--- config.mk ---
export PLATFORM = sky130hd
export DESIGN_NAME = sm_shift_port
export DESIGN_NICKNAME = d
export VERILOG_FILES = /design/src/rtl/sm_pkg.sv /design/src/rtl/sm_phase_gen.sv /design/src/rtl/sm_ctrl.sv /design/src/rtl/sm_shifter.sv /design/src/rtl/sm_shift_port.sv
export SDC_FILE = /design/constraint.sdc
export NUM_CORES = 1
export LEC_CHECK = 0
export ABC_AREA = 1
export BUFFER_PORTS_ARGS = -buffer_cell sky130_fd_sc_hd__buf_4
export CORE_ASPECT_RATIO = 0.7
export CORE_MARGIN = 1
export CORE_UTILIZATION = 30
export DETAILED_ROUTE_END_ITERATION = 16
export GPL_TIMING_DRIVEN = 0
export MAX_ROUTING_LAYER = met4
export PLACE_DENSITY = 0.45
export SLEW_MARGIN = 20
export SYNTH_ARGS = -nofsm -noshare
export SYNTH_HDL_FRONTEND = slang
export SYNTH_SLANG_ARGS = --single-unit
--- constraint.sdc ---
create_clock -name clk -period 4.3 [get_ports clk]
set_input_delay 0.43 -clock clk [delete_from_list [all_inputs] [get_ports clk]]
set_output_delay 0.43 -clock clk [all_outputs]
set_load 0.02 [all_outputs]
--- src/rtl/sm_pkg.sv ---
package sm_pkg;
  typedef enum logic [1:0] {
    SM_IDLE = 2'd0,
    SM_TX   = 2'd1,
    SM_RX   = 2'd2
  } sm_mode_e;
endpackage

--- src/rtl/sm_phase_gen.sv ---
// Bit timing: counts oscillator ticks inside a bit and bits inside a frame.
module sm_phase_gen #(
  parameter int BIT_TICKS  = 12,
  parameter int LOW_TICKS  = 10,
  parameter int FRAME_BITS = 8
) (
  input  logic clk,
  input  logic rst_n,
  input  logic osc_en,
  input  logic busy,
  input  logic start,
  output logic sclk,
  output logic sample_stb,
  output logic bit_wrap,
  output logic frame_end
);
  localparam int TW = $clog2(BIT_TICKS);
  localparam int BW = $clog2(FRAME_BITS);
  localparam logic [TW-1:0] T_LAST = TW'(BIT_TICKS - 1);
  localparam logic [TW-1:0] T_LOW  = TW'(LOW_TICKS);
  localparam logic [TW-1:0] T_SAMP = TW'(LOW_TICKS - 1);
  localparam logic [BW-1:0] B_LAST = BW'(FRAME_BITS - 1);

  logic [TW-1:0] tick_q;
  logic [BW-1:0] bit_q;

  always_ff @(posedge clk or negedge rst_n) begin
    if (!rst_n) begin
      tick_q <= '0;
      bit_q  <= '0;
    end else if (start) begin
      tick_q <= '0;
      bit_q  <= '0;
    end else if (busy && osc_en) begin
      if (tick_q == T_LAST) begin
        tick_q <= '0;
        bit_q  <= (bit_q == B_LAST) ? '0 : bit_q + 1'b1;
      end else begin
        tick_q <= tick_q + 1'b1;
      end
    end
  end

  assign sclk       = !(busy && (tick_q < T_LOW));
  assign sample_stb = busy && osc_en && (tick_q == T_SAMP);
  assign bit_wrap   = busy && osc_en && (tick_q == T_LAST);
  assign frame_end  = bit_wrap && (bit_q == B_LAST);
endmodule

--- src/rtl/sm_ctrl.sv ---
// Mode control: frame start arbitration and completion flags.
module sm_ctrl
  import sm_pkg::*;
(
  input  logic     clk,
  input  logic     rst_n,
  input  logic     wr_valid,
  input  logic     clr_ti,
  input  logic     clr_ri,
  input  logic     rx_en,
  input  logic     frame_end,
  output sm_mode_e mode,
  output logic     start_tx,
  output logic     start_rx,
  output logic     busy,
  output logic     ti,
  output logic     ri
);
  sm_mode_e mode_q;
  logic     ti_q, ri_q;
  logic     idle;

  assign idle     = (mode_q == SM_IDLE);
  assign start_tx = idle && wr_valid;
  assign start_rx = idle && !wr_valid && clr_ri && rx_en;

  always_ff @(posedge clk or negedge rst_n) begin
    if (!rst_n) begin
      mode_q <= SM_IDLE;
    end else if (start_tx) begin
      mode_q <= SM_TX;
    end else if (start_rx) begin
      mode_q <= SM_RX;
    end else if (frame_end) begin
      mode_q <= SM_IDLE;
    end
  end

  always_ff @(posedge clk or negedge rst_n) begin
    if (!rst_n) begin
      ti_q <= 1'b0;
      ri_q <= 1'b0;
    end else begin
      if (frame_end && mode_q == SM_TX) ti_q <= 1'b1;
      else if (clr_ti)                  ti_q <= 1'b0;
      if (frame_end && mode_q == SM_RX) ri_q <= 1'b1;
      else if (clr_ri)                  ri_q <= 1'b0;
    end
  end

  assign mode = mode_q;
  assign busy = !idle;
  assign ti   = ti_q;
  assign ri   = ri_q;
endmodule

--- src/rtl/sm_shifter.sv ---
// Shared shift register for both directions plus the receive buffer.
module sm_shifter #(
  parameter int W = 8
) (
  input  logic         clk,
  input  logic         rst_n,
  input  logic         load,
  input  logic [W-1:0] din,
  input  logic         shift_tx,
  input  logic         sample,
  input  logic         sd_in,
  input  logic         commit,
  input  logic         tx_active,
  output logic         sd_out,
  output logic [W-1:0] rx_data
);
  logic [W-1:0] sh_q;
  logic [W-1:0] rxb_q;

  always_ff @(posedge clk or negedge rst_n) begin
    if (!rst_n) begin
      sh_q <= '1;
    end else if (load) begin
      sh_q <= din;
    end else if (shift_tx) begin
      sh_q <= {1'b1, sh_q[W-1:1]};
    end else if (sample) begin
      sh_q <= {sd_in, sh_q[W-1:1]};
    end
  end

  always_ff @(posedge clk or negedge rst_n) begin
    if (!rst_n)      rxb_q <= '0;
    else if (commit) rxb_q <= sh_q;
  end

  assign sd_out  = tx_active ? sh_q[0] : 1'b1;
  assign rx_data = rxb_q;
endmodule

--- src/rtl/sm_shift_port.sv ---
module sm_shift_port
  import sm_pkg::*;
#(
  parameter int DATA_W    = 8,
  parameter int BIT_TICKS = 12,
  parameter int LOW_TICKS = 10
) (
  input  logic              clk,
  input  logic              rst_n,
  input  logic              osc_en,
  input  logic              wr_valid,
  output logic              wr_ready,
  input  logic [DATA_W-1:0] wr_data,
  input  logic              rx_en,
  output logic [DATA_W-1:0] rx_data,
  output logic              ti,
  output logic              ri,
  input  logic              clr_ti,
  input  logic              clr_ri,
  input  logic              sd_in,
  output logic              sd_out,
  output logic              sd_oe,
  output logic              sclk
);
  sm_mode_e mode;
  logic start_tx, start_rx, busy;
  logic sample_stb, bit_wrap, frame_end;
  logic tx_active, rx_active;

  sm_ctrl u_ctrl (
    .clk      (clk),
    .rst_n    (rst_n),
    .wr_valid (wr_valid),
    .clr_ti   (clr_ti),
    .clr_ri   (clr_ri),
    .rx_en    (rx_en),
    .frame_end(frame_end),
    .mode     (mode),
    .start_tx (start_tx),
    .start_rx (start_rx),
    .busy     (busy),
    .ti       (ti),
    .ri       (ri)
  );

  sm_phase_gen #(
    .BIT_TICKS (BIT_TICKS),
    .LOW_TICKS (LOW_TICKS),
    .FRAME_BITS(DATA_W)
  ) u_phase (
    .clk       (clk),
    .rst_n     (rst_n),
    .osc_en    (osc_en),
    .busy      (busy),
    .start     (start_tx || start_rx),
    .sclk      (sclk),
    .sample_stb(sample_stb),
    .bit_wrap  (bit_wrap),
    .frame_end (frame_end)
  );

  assign tx_active = (mode == SM_TX);
  assign rx_active = (mode == SM_RX);

  sm_shifter #(.W(DATA_W)) u_shift (
    .clk      (clk),
    .rst_n    (rst_n),
    .load     (start_tx),
    .din      (wr_data),
    .shift_tx (bit_wrap && !frame_end && tx_active),
    .sample   (sample_stb && rx_active),
    .sd_in    (sd_in),
    .commit   (frame_end && rx_active),
    .tx_active(tx_active),
    .sd_out   (sd_out),
    .rx_data  (rx_data)
  );

  assign wr_ready = !busy;
  assign sd_oe    = tx_active;
endmodule

==> impl_metrics.tcl <==
set metrics [dict create \
    initial_core_util_pct 32.0 \
    power_density_nw_per_um2 437 \
    clock_latency_ns 0.28 \
    overflow 0 \
    relSlewSlack_pct 51.3 \
    min_period_ns 1.85 \
    p_leak_nw 0.903 \
    finClkSkew_ns 0.00289 \
    cts_hold_buf 0 \
    clk_pin_slew_ns 0.10 \
    drive_above_1_share_pct 27.9 \
    yosysSeqAreaShare_pct 48.3 \
    irDropWorstVdd_mv 0.117 \
    cts_max_level 1 \
    ys.warnings.count 0 \
    synthAdderAreaFrac_pct 3.53 \
    crit_chain "inv_1, nor2_1, nand2_1, buf_4" \
    nets 222 \
    syn_area_um2 1420 \
    synth-simple-area-share_pct 24.4 \
    synthMuxAreaShare_pct 0 \
    regArea_um2 686 \
    cp_max_fo 5 \
    wl_per_cell_um 12.3 \
    via_count 1153 \
    setup.worst_path.start_class "register" \
    grt_pass1_vias 1103 \
    path_delay_family "simple AND/OR/NAND/NOR gates" \
    fill_cells 449 \
    layoutNonFillerInstCount 256 \
    first_pass_iters 10 \
    ant_nets 0 \
    layout_commonest_cell "buf_4" \
    dpl.cell_count 252 \
    grtUsageTotal_pct 14.8 \
    crit_required_ns 3.87 \
    status "finished, violations left" \
    die_h_um 59.5 \
    hp-class "in2async" \
    area_delta_synth_final_pct 23.5 \
    hold_violations 0 \
    rsz0062_at_grt "false" \
    synth_xor_area_share_pct 0 \
    totalWireLength_mm 3.16 \
    tritoncts "done" \
    finalSetupViolCount 0 \
    worstMarginPinSlew_ns 0.723 \
    slowest_stage "nor2_1" \
    synth_compound_gate_area_share_pct 14.5 \
    io_pins 30 \
    syn_avg_cell_area_um2 8.45 \
    fmax_ghz 0.540 \
    synth.largest_area_cell "dfrtp_1" \
    cts_made_buffers 3 \
    failed_checks "DRC" \
    synth_top_area_share_pct 33.5 \
    critPathKind "reg2out" \
    worstSetupEndpointType "primary output" \
    ctsResizeCount 0 \
    dieArea_um2 5010 \
    fin_crit_sh_pct 43.0 \
    synth_top_family_by_area "simple AND/OR/NAND/NOR gates" \
    drv_slew 0 \
    cts_sinks 27 \
    grt_antenna_before_repair 0 \
    syn_inst 168 \
    slowest_delay_ns 0.40 \
    ys_types 23 \
    hpwl_mm 2.36 \
    synth-seq-cells 27 \
    drc 2 \
    grt_max_degree 28 \
    tns_ns 0 \
    gp_congestion 0.806 \
    syn_nets 188 \
    core_area_um2 4430 \
    clock_path_buffers 2 \
    grt_first_pass_wirelength_mm 5.49 \
    drtIter0Drc 98 \
    antennaDiodeCount 0 \
    max_cap_violations 0 \
    critical_path_buf_inv_count 2 \
    io_buffers 29 \
    arrival_ns 1.42 \
    multiInputGateArea_um2 602 \
    mostFrequentLayoutCells "buf_4, inv_1, nand2_1" \
    cts_setup_buffers 0 \
    fp-row-count 20 \
    synth_area_leaders "dfrtp_1, dfstp_2, inv_1, nand2_1, o21ai_0" \
    via_per_inst 4.50 \
    clockRootBuffer "clkbuf_8" \
    die-width_um 84.2 \
]
## flip-flops by register name (all words and copies together) (netlist names)
signal / count
u_ctrl.mode: 2
u_phase.bit_q: 3
u_shift.rx_data: 8
u_phase.tick_q: 4
u_ctrl.ri: 1
u_ctrl.ti: 1
u_shift.sh_q: 8
## cells by family after synthesis
kind of cell / count (synthesis)
buffers and inverters: 32
AND/OR/NAND/NOR: 70
flip-flops: 27
adder cells (fa/ha/maj): 4
AO/OA/AOI/OAI: 35
## Yosys cell counts
master	number
o21ai_0	20
inv_2	1
nand2_2	1
buf_4	1
o211a_1	1
o22ai_1	2
buf_6	1
dfstp_2	8
dfrtp_1	19
nand4_4	1
nand3_1	13
o21ai_1	4
or2_0	1
nor2_1	23
nand2_1	27
a21oi_1	2
nor2_8	1
ha_1	4
a21oi_2	1
nand3_4	1
o21ai_2	5
nand2_4	2
inv_1	29
## worst reg2reg max path, delay by kind of cell (launching register included)
kind	cells	cell delay (ns)
compound gates	1	0.05
fa+ha+maj	1	0.22
buf+inv	1	0.21
flops	1	0.46
simple gates	4	0.74
## final cells by class
class                      instances  share of cell area [%]
clock buffer                       3                    2.36
multi-input combinational        109                    34.4
tap                               55                    3.93
timing repair buffer              29                    12.4
buffer                             2                    1.07
inverter                          30                    6.43
clock inverter                     1                   0.286
sequential                        27                    39.1
## path summary, 6_finish.rpt
path	depth (start not counted)	to	startpoint	slack [ns]
worst max-delay path	4	sd_out	u_ctrl.mode[0]	2.45
worst min-delay path	1	u_phase.bit_q[0]	rst_n	0.05
worst max register to register	7	u_shift.rx_data[7]	u_phase.tick_q[0]	2.53
worst min register to register	2	u_shift.sh_q[3]	u_shift.sh_q[3]	0.49
max in group asynchronous	1	u_shift.sh_q[2]	rst_n	3.93
min in group clk	2	u_ctrl.ti	clr_ti	0.33
## layer usage
metal | vias to the layer above | global-route usage (%) | routed length, µm
met1 | 528 | 20.9 | 1680
met3 | 4 | 3.90 | 130
met5 | - | - | 0
met2 | 20 | 21.5 | 1330
li1 | 601 | - | -
met4 | 0 | 2.96 | 21
## metrics by stage
stage	worst slack, ns	power [mW]	utilization, %	hold WS (ns)	cell area [µm²]
5_1_grt	2.33	0.832	39.5	0.0625	1750
2_1_floorplan	2.68	0.538	-	0.134	1420
4_1_cts	2.41	0.778	39.5	0.0575	1750
6_report	2.45	0.765	39.5	0.0535	1750
3_3_place_gp	2.51	0.611	38.5	0.374	1710
3_5_place_dp	2.47	0.620	38.5	0.379	1710
## power breakdown
part | internal, mW | switching, mW
clock | 0.0652 | 0.0864
combinational | 0.0928 | 0.151
sequential | 0.324 | 0.0461
Note: power is estimated with default switching activity, not from simulation.
